==> src/rtl/sre_pkg.sv <==
package sre_pkg;
  typedef enum logic [3:0] {
    S_IDLE, S_REQ, S_LOCK, S_SEARCH, S_COMMIT, S_FREE, S_TBL, S_WRSP, S_ACK
  } sre_state_e;
endpackage

==> src/rtl/sre_heap.sv <==
module sre_heap #(
  parameter int ID_W = 4,
  parameter int HP_N = 8,
  localparam int HP_W = $clog2(HP_N)
) (
  input  logic            clk,
  input  logic            rst_n,
  input  logic            ld_en,
  input  logic [HP_W-1:0] ld_idx,
  input  logic [ID_W-1:0] ld_id,
  input  logic            ld_inst,
  input  logic [HP_W-1:0] ld_next,
  input  logic            nx_en,
  input  logic [HP_W-1:0] nx_idx,
  input  logic [HP_W-1:0] nx_next,
  input  logic [HP_W-1:0] rd_idx,
  output logic [ID_W-1:0] rd_id,
  output logic            rd_inst,
  output logic [HP_W-1:0] rd_next
);
  logic [ID_W-1:0] h_id   [HP_N];
  logic            h_inst [HP_N];
  logic [HP_W-1:0] h_next [HP_N];

  always_ff @(posedge clk) begin
    for (int i = 0; i < HP_N; i++) begin
      if (!rst_n) begin
        h_id[i]   <= '0;
        h_inst[i] <= 1'b0;
        h_next[i] <= HP_W'(i);
      end else begin
        if (ld_en && ld_idx == HP_W'(i)) begin
          h_id[i]   <= ld_id;
          h_inst[i] <= ld_inst;
          h_next[i] <= ld_next;
        end
        // engine-side link writes take priority over the allocator load
        if (nx_en && nx_idx == HP_W'(i)) h_next[i] <= nx_next;
      end
    end
  end

  assign rd_id   = h_id[rd_idx];
  assign rd_inst = h_inst[rd_idx];
  assign rd_next = h_next[rd_idx];
endmodule

==> src/rtl/sre_ptable.sv <==
module sre_ptable #(
  parameter int LINE_W = 8,
  parameter int CNT_W  = 4,
  parameter int TB_N   = 4,
  parameter int ID_W   = 4,
  parameter int TRD_W  = 3,
  parameter int PKT_W  = 4,
  localparam int TB_W  = $clog2(TB_N)
) (
  input  logic              clk,
  input  logic              rst_n,
  input  logic              op_en,
  input  logic [TB_W-1:0]   op_idx,
  input  logic [LINE_W-1:0] op_line,
  input  logic [CNT_W-1:0]  op_cnt,
  input  logic              op_cfg,
  input  logic              op_ww,
  input  logic [ID_W-1:0]   op_src,
  input  logic [TRD_W-1:0]  op_trd,
  input  logic [PKT_W-1:0]  op_pkt,
  input  logic [LINE_W-1:0] lk_line,
  input  logic              dec_en,
  output logic              hit,
  output logic              hit_last,
  output logic              hit_cfg,
  output logic              hit_ww,
  output logic [ID_W-1:0]   hit_src,
  output logic [TRD_W-1:0]  hit_trd,
  output logic [PKT_W-1:0]  hit_pkt
);
  logic              t_v   [TB_N];
  logic [LINE_W-1:0] t_line[TB_N];
  logic [CNT_W-1:0]  t_cnt [TB_N];
  logic              t_cfg [TB_N];
  logic              t_ww  [TB_N];
  logic [ID_W-1:0]   t_src [TB_N];
  logic [TRD_W-1:0]  t_trd [TB_N];
  logic [PKT_W-1:0]  t_pkt [TB_N];
  logic [TB_N-1:0]   match_vec;
  logic [TB_W-1:0]   hit_idx;

  for (genvar g = 0; g < TB_N; g++) begin : g_cmp
    assign match_vec[g] = t_v[g] && (t_line[g] == lk_line);
  end

  always_comb begin
    hit_idx = '0;
    for (int i = TB_N - 1; i >= 0; i--)
      if (match_vec[i]) hit_idx = TB_W'(i);
  end

  assign hit      = |match_vec;
  assign hit_last = (t_cnt[hit_idx] == CNT_W'(1));
  assign hit_cfg  = t_cfg[hit_idx];
  assign hit_ww   = t_ww[hit_idx];
  assign hit_src  = t_src[hit_idx];
  assign hit_trd  = t_trd[hit_idx];
  assign hit_pkt  = t_pkt[hit_idx];

  always_ff @(posedge clk) begin
    for (int i = 0; i < TB_N; i++) begin
      if (!rst_n) begin
        t_v[i] <= 1'b0; t_line[i] <= '0; t_cnt[i] <= '0; t_cfg[i] <= 1'b0;
        t_ww[i] <= 1'b0; t_src[i] <= '0; t_trd[i] <= '0; t_pkt[i] <= '0;
      end else if (op_en && op_idx == TB_W'(i)) begin
        t_v[i] <= 1'b1; t_line[i] <= op_line; t_cnt[i] <= op_cnt; t_cfg[i] <= op_cfg;
        t_ww[i] <= op_ww; t_src[i] <= op_src; t_trd[i] <= op_trd; t_pkt[i] <= op_pkt;
      end else if (dec_en && hit && hit_idx == TB_W'(i)) begin
        t_cnt[i] <= t_cnt[i] - CNT_W'(1);
        if (t_cnt[i] == CNT_W'(1)) t_v[i] <= 1'b0;
      end
    end
  end
endmodule

==> src/rtl/sharer_cleanup_engine.sv <==
module sharer_cleanup_engine
  import sre_pkg::*;
#(
  parameter int LINE_W = 8,
  parameter int ID_W   = 4,
  parameter int WAY_W  = 2,
  parameter int CNT_W  = 4,
  parameter int HP_N   = 8,
  parameter int TB_N   = 4,
  parameter int TRD_W  = 3,
  parameter int PKT_W  = 4,
  localparam int HP_W  = $clog2(HP_N),
  localparam int TB_W  = $clog2(TB_N)
) (
  input  logic              clk,
  input  logic              rst_n,
  input  logic              req_valid,
  output logic              req_ready,
  input  logic [LINE_W-1:0] req_line,
  input  logic [ID_W-1:0]   req_id,
  input  logic              req_inst,
  input  logic [WAY_W-1:0]  req_way,
  input  logic [ID_W-1:0]   snap_own_id,
  input  logic              snap_own_inst,
  input  logic [CNT_W-1:0]  snap_cnt,
  input  logic [HP_W-1:0]   snap_ptr,
  output logic              heap_req,
  input  logic              heap_grant,
  output logic              dir_wr,
  output logic [LINE_W-1:0] dir_wr_line,
  output logic [ID_W-1:0]   dir_wr_own_id,
  output logic              dir_wr_own_inst,
  output logic [HP_W-1:0]   dir_wr_ptr,
  output logic [CNT_W-1:0]  dir_wr_cnt,
  output logic [HP_W-1:0]   free_head,
  output logic              free_valid,
  input  logic              hp_ld,
  input  logic [HP_W-1:0]   hp_ld_idx,
  input  logic [ID_W-1:0]   hp_ld_id,
  input  logic              hp_ld_inst,
  input  logic [HP_W-1:0]   hp_ld_next,
  input  logic              tb_open,
  input  logic [TB_W-1:0]   tb_open_idx,
  input  logic [LINE_W-1:0] tb_open_line,
  input  logic [CNT_W-1:0]  tb_open_cnt,
  input  logic              tb_open_cfg,
  input  logic              tb_open_wwait,
  input  logic [ID_W-1:0]   tb_open_src,
  input  logic [TRD_W-1:0]  tb_open_trd,
  input  logic [PKT_W-1:0]  tb_open_pkt,
  output logic              cfg_line_dec,
  output logic              wr_rsp_valid,
  output logic [ID_W-1:0]   wr_rsp_src,
  output logic [TRD_W-1:0]  wr_rsp_trd,
  output logic [PKT_W-1:0]  wr_rsp_pkt,
  output logic              ack_valid,
  output logic [LINE_W-1:0] ack_line,
  output logic [WAY_W-1:0]  ack_way,
  output logic [ID_W-1:0]   ack_id
);
  // a sharer matches only when id and copy flag agree
  function automatic logic f_same(input logic [ID_W-1:0] a_id, input logic a_inst,
                                  input logic [ID_W-1:0] b_id, input logic b_inst);
    return (a_id == b_id) && (a_inst == b_inst);
  endfunction

  // successor to store in the predecessor: itself when the removed entry ended the list
  function automatic logic [HP_W-1:0] f_relink(input logic [HP_W-1:0] prev,
                                               input logic [HP_W-1:0] cur,
                                               input logic [HP_W-1:0] nxt);
    return (nxt == cur) ? prev : nxt;
  endfunction

  sre_state_e st;
  logic [LINE_W-1:0] r_line;
  logic [ID_W-1:0]   r_id, r_own_id, r_nown_id;
  logic              r_inst, r_own_inst, r_nown_inst;
  logic [WAY_W-1:0]  r_way;
  logic [CNT_W-1:0]  r_cnt;
  logic [HP_W-1:0]   r_ptr, r_prev, r_cur, r_nptr, r_fix_idx, r_fix_next, r_free_idx;
  logic              r_found, r_fix, r_free_need;
  logic [ID_W-1:0]   r_w_src;
  logic [TRD_W-1:0]  r_w_trd;
  logic [PKT_W-1:0]  r_w_pkt;

  logic [HP_W-1:0] rd_idx, h_next, nx_idx, nx_next;
  logic [ID_W-1:0] h_id;
  logic            h_inst, h_last, h_hit, own_hit, multi, nx_en;
  logic            tb_hit, tb_last, tb_cfg, tb_ww, tb_dec;
  logic [ID_W-1:0] tb_src;
  logic [TRD_W-1:0] tb_trd;
  logic [PKT_W-1:0] tb_pkt;

  // named internal events for the checker
  logic lock_wait, heap_wr_evt;

  assign rd_idx  = (st == S_LOCK) ? r_ptr : r_cur;
  assign h_last  = (h_next == rd_idx);
  assign h_hit   = f_same(h_id, h_inst, r_id, r_inst);
  assign own_hit = (r_cnt != '0) && f_same(r_own_id, r_own_inst, r_id, r_inst);
  assign multi   = (r_cnt > CNT_W'(1));

  assign nx_en   = (st == S_COMMIT && r_fix) || (st == S_FREE);
  assign nx_idx  = (st == S_FREE) ? r_free_idx : r_fix_idx;
  assign nx_next = (st == S_FREE) ? (free_valid ? free_head : r_free_idx) : r_fix_next;
  assign tb_dec  = (st == S_TBL) && tb_hit;

  assign lock_wait   = (st == S_REQ);
  assign heap_wr_evt = nx_en;

  sre_heap #(.ID_W(ID_W), .HP_N(HP_N)) u_heap (
    .clk, .rst_n,
    .ld_en(hp_ld), .ld_idx(hp_ld_idx), .ld_id(hp_ld_id), .ld_inst(hp_ld_inst), .ld_next(hp_ld_next),
    .nx_en, .nx_idx, .nx_next,
    .rd_idx, .rd_id(h_id), .rd_inst(h_inst), .rd_next(h_next)
  );

  sre_ptable #(.LINE_W(LINE_W), .CNT_W(CNT_W), .TB_N(TB_N), .ID_W(ID_W),
               .TRD_W(TRD_W), .PKT_W(PKT_W)) u_tbl (
    .clk, .rst_n,
    .op_en(tb_open), .op_idx(tb_open_idx), .op_line(tb_open_line), .op_cnt(tb_open_cnt),
    .op_cfg(tb_open_cfg), .op_ww(tb_open_wwait), .op_src(tb_open_src),
    .op_trd(tb_open_trd), .op_pkt(tb_open_pkt),
    .lk_line(r_line), .dec_en(tb_dec),
    .hit(tb_hit), .hit_last(tb_last), .hit_cfg(tb_cfg), .hit_ww(tb_ww),
    .hit_src(tb_src), .hit_trd(tb_trd), .hit_pkt(tb_pkt)
  );

  always_ff @(posedge clk) begin
    if (!rst_n) begin
      st <= S_IDLE;
      r_line <= '0; r_id <= '0; r_inst <= 1'b0; r_way <= '0;
      r_own_id <= '0; r_own_inst <= 1'b0; r_cnt <= '0; r_ptr <= '0;
      r_prev <= '0; r_cur <= '0; r_nown_id <= '0; r_nown_inst <= 1'b0; r_nptr <= '0;
      r_found <= 1'b0; r_fix <= 1'b0; r_fix_idx <= '0; r_fix_next <= '0;
      r_free_need <= 1'b0; r_free_idx <= '0;
      free_head <= '0; free_valid <= 1'b0;
      r_w_src <= '0; r_w_trd <= '0; r_w_pkt <= '0;
    end else begin
      unique case (st)
        S_IDLE: if (req_valid) begin
          r_line <= req_line; r_id <= req_id; r_inst <= req_inst; r_way <= req_way;
          r_own_id <= snap_own_id; r_own_inst <= snap_own_inst;
          r_cnt <= snap_cnt; r_ptr <= snap_ptr;
          r_found <= 1'b0; r_fix <= 1'b0; r_free_need <= 1'b0;
          st <= S_REQ;
        end
        S_REQ: if (heap_grant) st <= S_LOCK;
        S_LOCK: begin
          r_nown_id <= r_own_id; r_nown_inst <= r_own_inst; r_nptr <= r_ptr;
          r_free_idx <= r_ptr;
          if (own_hit) begin
            r_found <= 1'b1;
            if (multi) begin
              r_nown_id <= h_id; r_nown_inst <= h_inst;
              r_nptr <= h_last ? r_ptr : h_next;
              r_free_need <= 1'b1;
            end
            st <= S_COMMIT;
          end else if (multi && h_hit) begin
            r_found <= 1'b1;
            r_nptr <= h_last ? r_ptr : h_next;
            r_free_need <= 1'b1;
            st <= S_COMMIT;
          end else if (multi && !h_last) begin
            r_prev <= r_ptr; r_cur <= h_next;
            st <= S_SEARCH;
          end else begin
            st <= S_COMMIT;
          end
        end
        S_SEARCH: begin
          if (h_hit) begin
            r_found <= 1'b1; r_fix <= 1'b1;
            r_fix_idx <= r_prev; r_fix_next <= f_relink(r_prev, r_cur, h_next);
            r_free_need <= 1'b1; r_free_idx <= r_cur;
            st <= S_COMMIT;
          end else if (h_last) begin
            st <= S_COMMIT;
          end else begin
            r_prev <= r_cur; r_cur <= h_next;
          end
        end
        S_COMMIT: st <= r_free_need ? S_FREE : S_TBL;
        S_FREE: begin
          free_head <= r_free_idx; free_valid <= 1'b1;
          st <= S_TBL;
        end
        S_TBL: begin
          if (tb_hit && tb_last && tb_ww) begin
            r_w_src <= tb_src; r_w_trd <= tb_trd; r_w_pkt <= tb_pkt;
            st <= S_WRSP;
          end else begin
            st <= S_ACK;
          end
        end
        S_WRSP: st <= S_ACK;
        S_ACK:  st <= S_IDLE;
        default: st <= S_IDLE;
      endcase
    end
  end

  assign req_ready       = (st == S_IDLE);
  assign heap_req        = (st == S_REQ) || (st == S_LOCK) || (st == S_SEARCH) ||
                           (st == S_COMMIT) || (st == S_FREE);
  assign dir_wr          = (st == S_COMMIT) && r_found;
  assign dir_wr_line     = r_line;
  assign dir_wr_own_id   = r_nown_id;
  assign dir_wr_own_inst = r_nown_inst;
  assign dir_wr_ptr      = r_nptr;
  assign dir_wr_cnt      = r_cnt - CNT_W'(1);
  assign cfg_line_dec    = tb_dec && tb_last && tb_cfg;
  assign wr_rsp_valid    = (st == S_WRSP);
  assign wr_rsp_src      = r_w_src;
  assign wr_rsp_trd      = r_w_trd;
  assign wr_rsp_pkt      = r_w_pkt;
  assign ack_valid       = (st == S_ACK);
  assign ack_line        = r_line;
  assign ack_way         = r_way;
  assign ack_id          = r_id;
endmodule

==> config.mk <==
export PLATFORM = sky130hd
export DESIGN_NAME = sharer_cleanup_engine
export DESIGN_NICKNAME = d
export VERILOG_FILES = /design/src/rtl/sre_pkg.sv /design/src/rtl/sre_heap.sv /design/src/rtl/sre_ptable.sv /design/src/rtl/sharer_cleanup_engine.sv
export SDC_FILE = /design/constraint.sdc
export NUM_CORES = 1
export LEC_CHECK = 0
export BUFFER_PORTS_ARGS = -buffer_cell sky130_fd_sc_hd__buf_2
export CAP_MARGIN = 20
export CORE_ASPECT_RATIO = 1.1
export CORE_UTILIZATION = 30
export DETAILED_ROUTE_END_ITERATION = 16
export PLACE_DENSITY = 0.42
export REMOVE_ABC_BUFFERS = 1
export SLEW_MARGIN = 25
export SYNTH_ARGS = -nofsm -noshare
export SYNTH_HDL_FRONTEND = slang
export SYNTH_HIERARCHICAL = 1
export SYNTH_SLANG_ARGS = --single-unit
==> constraint.sdc <==
create_clock -name clk -period 5.87 [get_ports clk]
set_clock_uncertainty 0.05 [all_clocks]
set_input_delay 1.174 -clock clk [delete_from_list [all_inputs] [get_ports clk]]
set_output_delay 1.174 -clock clk [all_outputs]
set_load 0.02 [all_outputs]
==> key figures <==
Outcome
  – Status: finished clean

GRT
  – First-pass GRT wire length: 51.96 mm
  – Grt ovf: 0
  – Pin count of the biggest net entering global routing: 48
  – Global-route usage over all layers: 0.1705
  – Antenna violations before repair: 0
  – Number of global-route vias before repair: 8417

CTS
  – CTS tree: built
  – Root Driver: clkbuf_16
  – Cts hold-fix bufs: 0
  – Worst-skew pair later-pin latency: 560 ps
  – Worst-path clk slew: 60 ps
  – Post-CTS setup buffer count: 0
  – Htree depth: 1
  – CTS Buffer Depth: 3
  – Clk sinks: 240
  – Cts repair resizes: 0
  – TritonCTS Buffers: 27

STA
  – Finish-stage setup viols: 0
  – Worst Tran Pin Value: 999.6 ps
  – RSZ-0062 raised after global routing: no
  – Crit share post-route: 0.7601
  – Final Hold Viols: 0
  – Fin Setup TNS: 0 ps
  – Pins over their slew limit: 0
  – Slew HR: 0.3266
  – Max Fclk: around 0.22 GHz
  – Minimum clock period: 4462 ps

Drt
  – First-pass DRT Iterations: 4
  – # DRC: 0
  – Antenna viol nets, final: 0
  – Routed vias: 8595
  – Total Wirelength: 34.42 mm
  – Starting DRT DRC Count: 439
  – Vias/cell: 4.917
  – Avg WL per Cell: approximately 20 µm

Min path
  – Hold crit path type: register to register

Logic synthesis
  – Top cell type's share of synthesized area: 0.4146
  – Post-Syn Area per Cell: 10.72 µm²
  – Largest family of logic cells by synthesized area: simple AND/OR/NAND/NOR gates
  – Synth top area cells: edfxtp_1 41%, dfxtp_1 13%, and2_1 6.6%
  – Seq/Total Area, Yosys: 0.5427
  – Primary FF master, synth: edfxtp_1
  – Synth Area in XOR/XNOR: 0.04192
  – Synth warn: 6
  – Library cells used by synthesis: 72
  – Compound-Gate Fraction of Synth Area: 0.09933
  – Number of synthesized flops with an enable pin: 164
  – Fraction of registers with async set/reset: 0
  – Mux cell area share after synthesis: 0.07331
  – FF+latch count, synth: 240
  – Mapped Cells: between 1k and 1.5k
  – Synth Area in Simple Gates: 0.1997
  – Syn Std Cell Area: 11880 µm²
  – Yosys top cell by area: edfxtp_1
  – Synth Area in Adders: 0.01159

Floorplanning
  – Die footprint: 40400 µm²
  – Initial Util: 0.3039
  – Row count: 76
  – Core area: slightly below 40000 µm²
  – Chip Width: 191.7 µm
  – DIE HEIGHT: 210.7 µm
  – I/O pins: 126

Layout
  – Layout Area Growth over Synthesis: 16.58%
  – Finished layout cell area: 13850 µm²
  – Antenna Cells: 0
  – Nets@finish: 1302
  – Share of cells above drive strength 1: 0.1829

Setup path
  – Slowest-stage cell, CP: nor3_1
  – WP data arrival: roughly 3200 ps
  – Crit path cell chain: xnor2_1 > nand4_1 > nor3_1 > o31ai_2 > buf_4 > a21boi_1 > a211oi_2 > and4_1 > buf_2
  – Worst endpoint required time: approximately 4700 ps
  – CP Class: register to output port
  – Crit Path Max Fanout: 15
  – Crit start category: register
  – CP endpoint kind: output port
  – Slowest stage delay, CP: 640 ps

Power and ir drop
  – Cell Int Power: 0.003238 W
  – Leakage: between 5 and 6 nW
  – Net Sw Frac: 0.2956
  – PD cells: 332.0 nW/µm²
  – Sw power: 0.001359 W
  – Logic pwr share: 0.185
  – PnR Total Power: 0.004597 W
  – Reg power frac: 0.452
  – Clk pwr share: 0.364
  – Worst vdd ir: 0.0003318 V

Placement
  – I/O Buffers: 125
  – Placer Congestion: 0.7961
  – Placed Area: between 10000 and 15000 µm²
  – Detailed placer's ending HPWL: 24.54 mm

Run
  – Max-cap violations: 0
==> state kept, by name, summed over array words and instances, names as in the netlist, 8 cells and up <==
register,flops
u_heap/h_inst,8
u_tbl/t_src,16
u_tbl/t_line,32
u_tbl/t_trd,12
u_heap/h_id,32
u_heap/h_next,24
u_tbl/t_pkt,16
u_tbl/t_cnt,16
ack_line,8
==> routing by layer <==
metal	routed length [µm]	GRT usage
met3	1753	0.02675
met4	726	0.04707
met2	15560	0.2705
met1	16390	0.2393
met5	0	0
==> layout make-up <==
type	instances	area [µm²]
fillers	3934	25230
inverters	26	97.59
well taps	507	634.4
clock buffers	35	705.7
flip-flops and latches	240	6446
repair buffers	140	738.2
multi-input cells	785	5079
clock inverters	15	147.6
==> stage by stage <==
step / hold WS, ps / std cells / util / setup slack (ps)
5_1_grt: 423.5 / 1748 / 0.3543 / 1151
6_report: 400.9 / 1748 / 0.3543 / 1408
4_1_cts: 402.2 / 1748 / 0.3543 / 1360
2_1_floorplan: 390.6 / 1051 / - / 1581
3_3_place_gp: 389.4 / 1698 / 0.3324 / 1788
3_5_place_dp: 394.1 / 1698 / 0.3325 / 1701
==> cell usage after synthesis, types with 14 or more instances <==
| cell | n |
|---|---|
| mux2_2 | 19 |
| o21ai_0 | 50 |
| and2_1 | 125 |
| nand3_1 | 23 |
| o21ai_1 | 18 |
| nor3_1 | 30 |
| mux4_1 | 15 |
| dfxtp_1 | 76 |
| xnor2_1 | 42 |
| edfxtp_1 | 164 |
| a21oi_1 | 49 |
| inv_1 | 25 |
| mux2i_1 | 24 |
| nand2_1 | 179 |
| clkbuf_1 | 37 |
| a221oi_1 | 14 |
| nor2_1 | 56 |
==> layout by cell type (no fill, tap or decap), types with 11 or more instances in the layout <==
cell,count
buf_4,15
nand3_1,23
xnor2_1,42
mux4_1,15
mux2_2,19
nand2_1,178
nor3_1,28
buf_2,125
edfxtp_1,164
ha_1,11
nand2b_1,12
clkbuf_16,27
o21ai_1,19
inv_1,21
xor2_1,13
mux2i_1,24
dfxtp_1,76
o21ai_0,49
and2_1,124
a221oi_1,14
a21oi_1,49
nor2_1,56
==> worst max-delay path: cells and delay by family, from the launching register on <==
| family | cells | cell delay (ps) |
|---|---|---|
| AOI/OAI and AO/OA | 3 | 500 |
| xor gates and xnor gates | 1 | 200 |
| buffers and inverters | 2 | 390 |
| DFF | 1 | 550 |
| and+or+nand+nor | 3 | 1020 |
==> kinds of logic (layout without fill, tap and decap cells) <==
family	after synthesis	in the layout
mux	59	59
simple gates	475	475
fa+ha+maj	11	11
buf+inv	83	216
xor+xnor	56	56
compound gates	184	184
flops	240	240
==> power by group through the flow <==
stage               Sequential, W  Clock, W  Combinational, W
floorplan                 0.00211         0          0.000535
global placement          0.00211         0          0.000858
detailed placement        0.00211         0          0.000859
CTS                       0.00208   0.00172          0.000865
global route              0.00210   0.00178          0.000941
finish                    0.00208   0.00167          0.000850
==> worst paths after layout <==
kind / from / end / slack [ps] / cells past startpoint
hold / removal: wr_rsp_src[1]$_SDFFE_PN0P_ / wr_rsp_src[1]$_SDFFE_PN0P_ / 400 / 2
hold reg to reg: wr_rsp_src[1]$_SDFFE_PN0P_ / wr_rsp_src[1]$_SDFFE_PN0P_ / 400 / 2
setup reg to reg: st[1]$_SDFFE_PN0P_ / r_fix_idx[2]$_SDFFE_PN0P_ / 1690 / 10
setup / recovery: ack_line[0]$_SDFFE_PN0P_ / cfg_line_dec / 1410 / 9
Power figures use the tool's default switching activity.
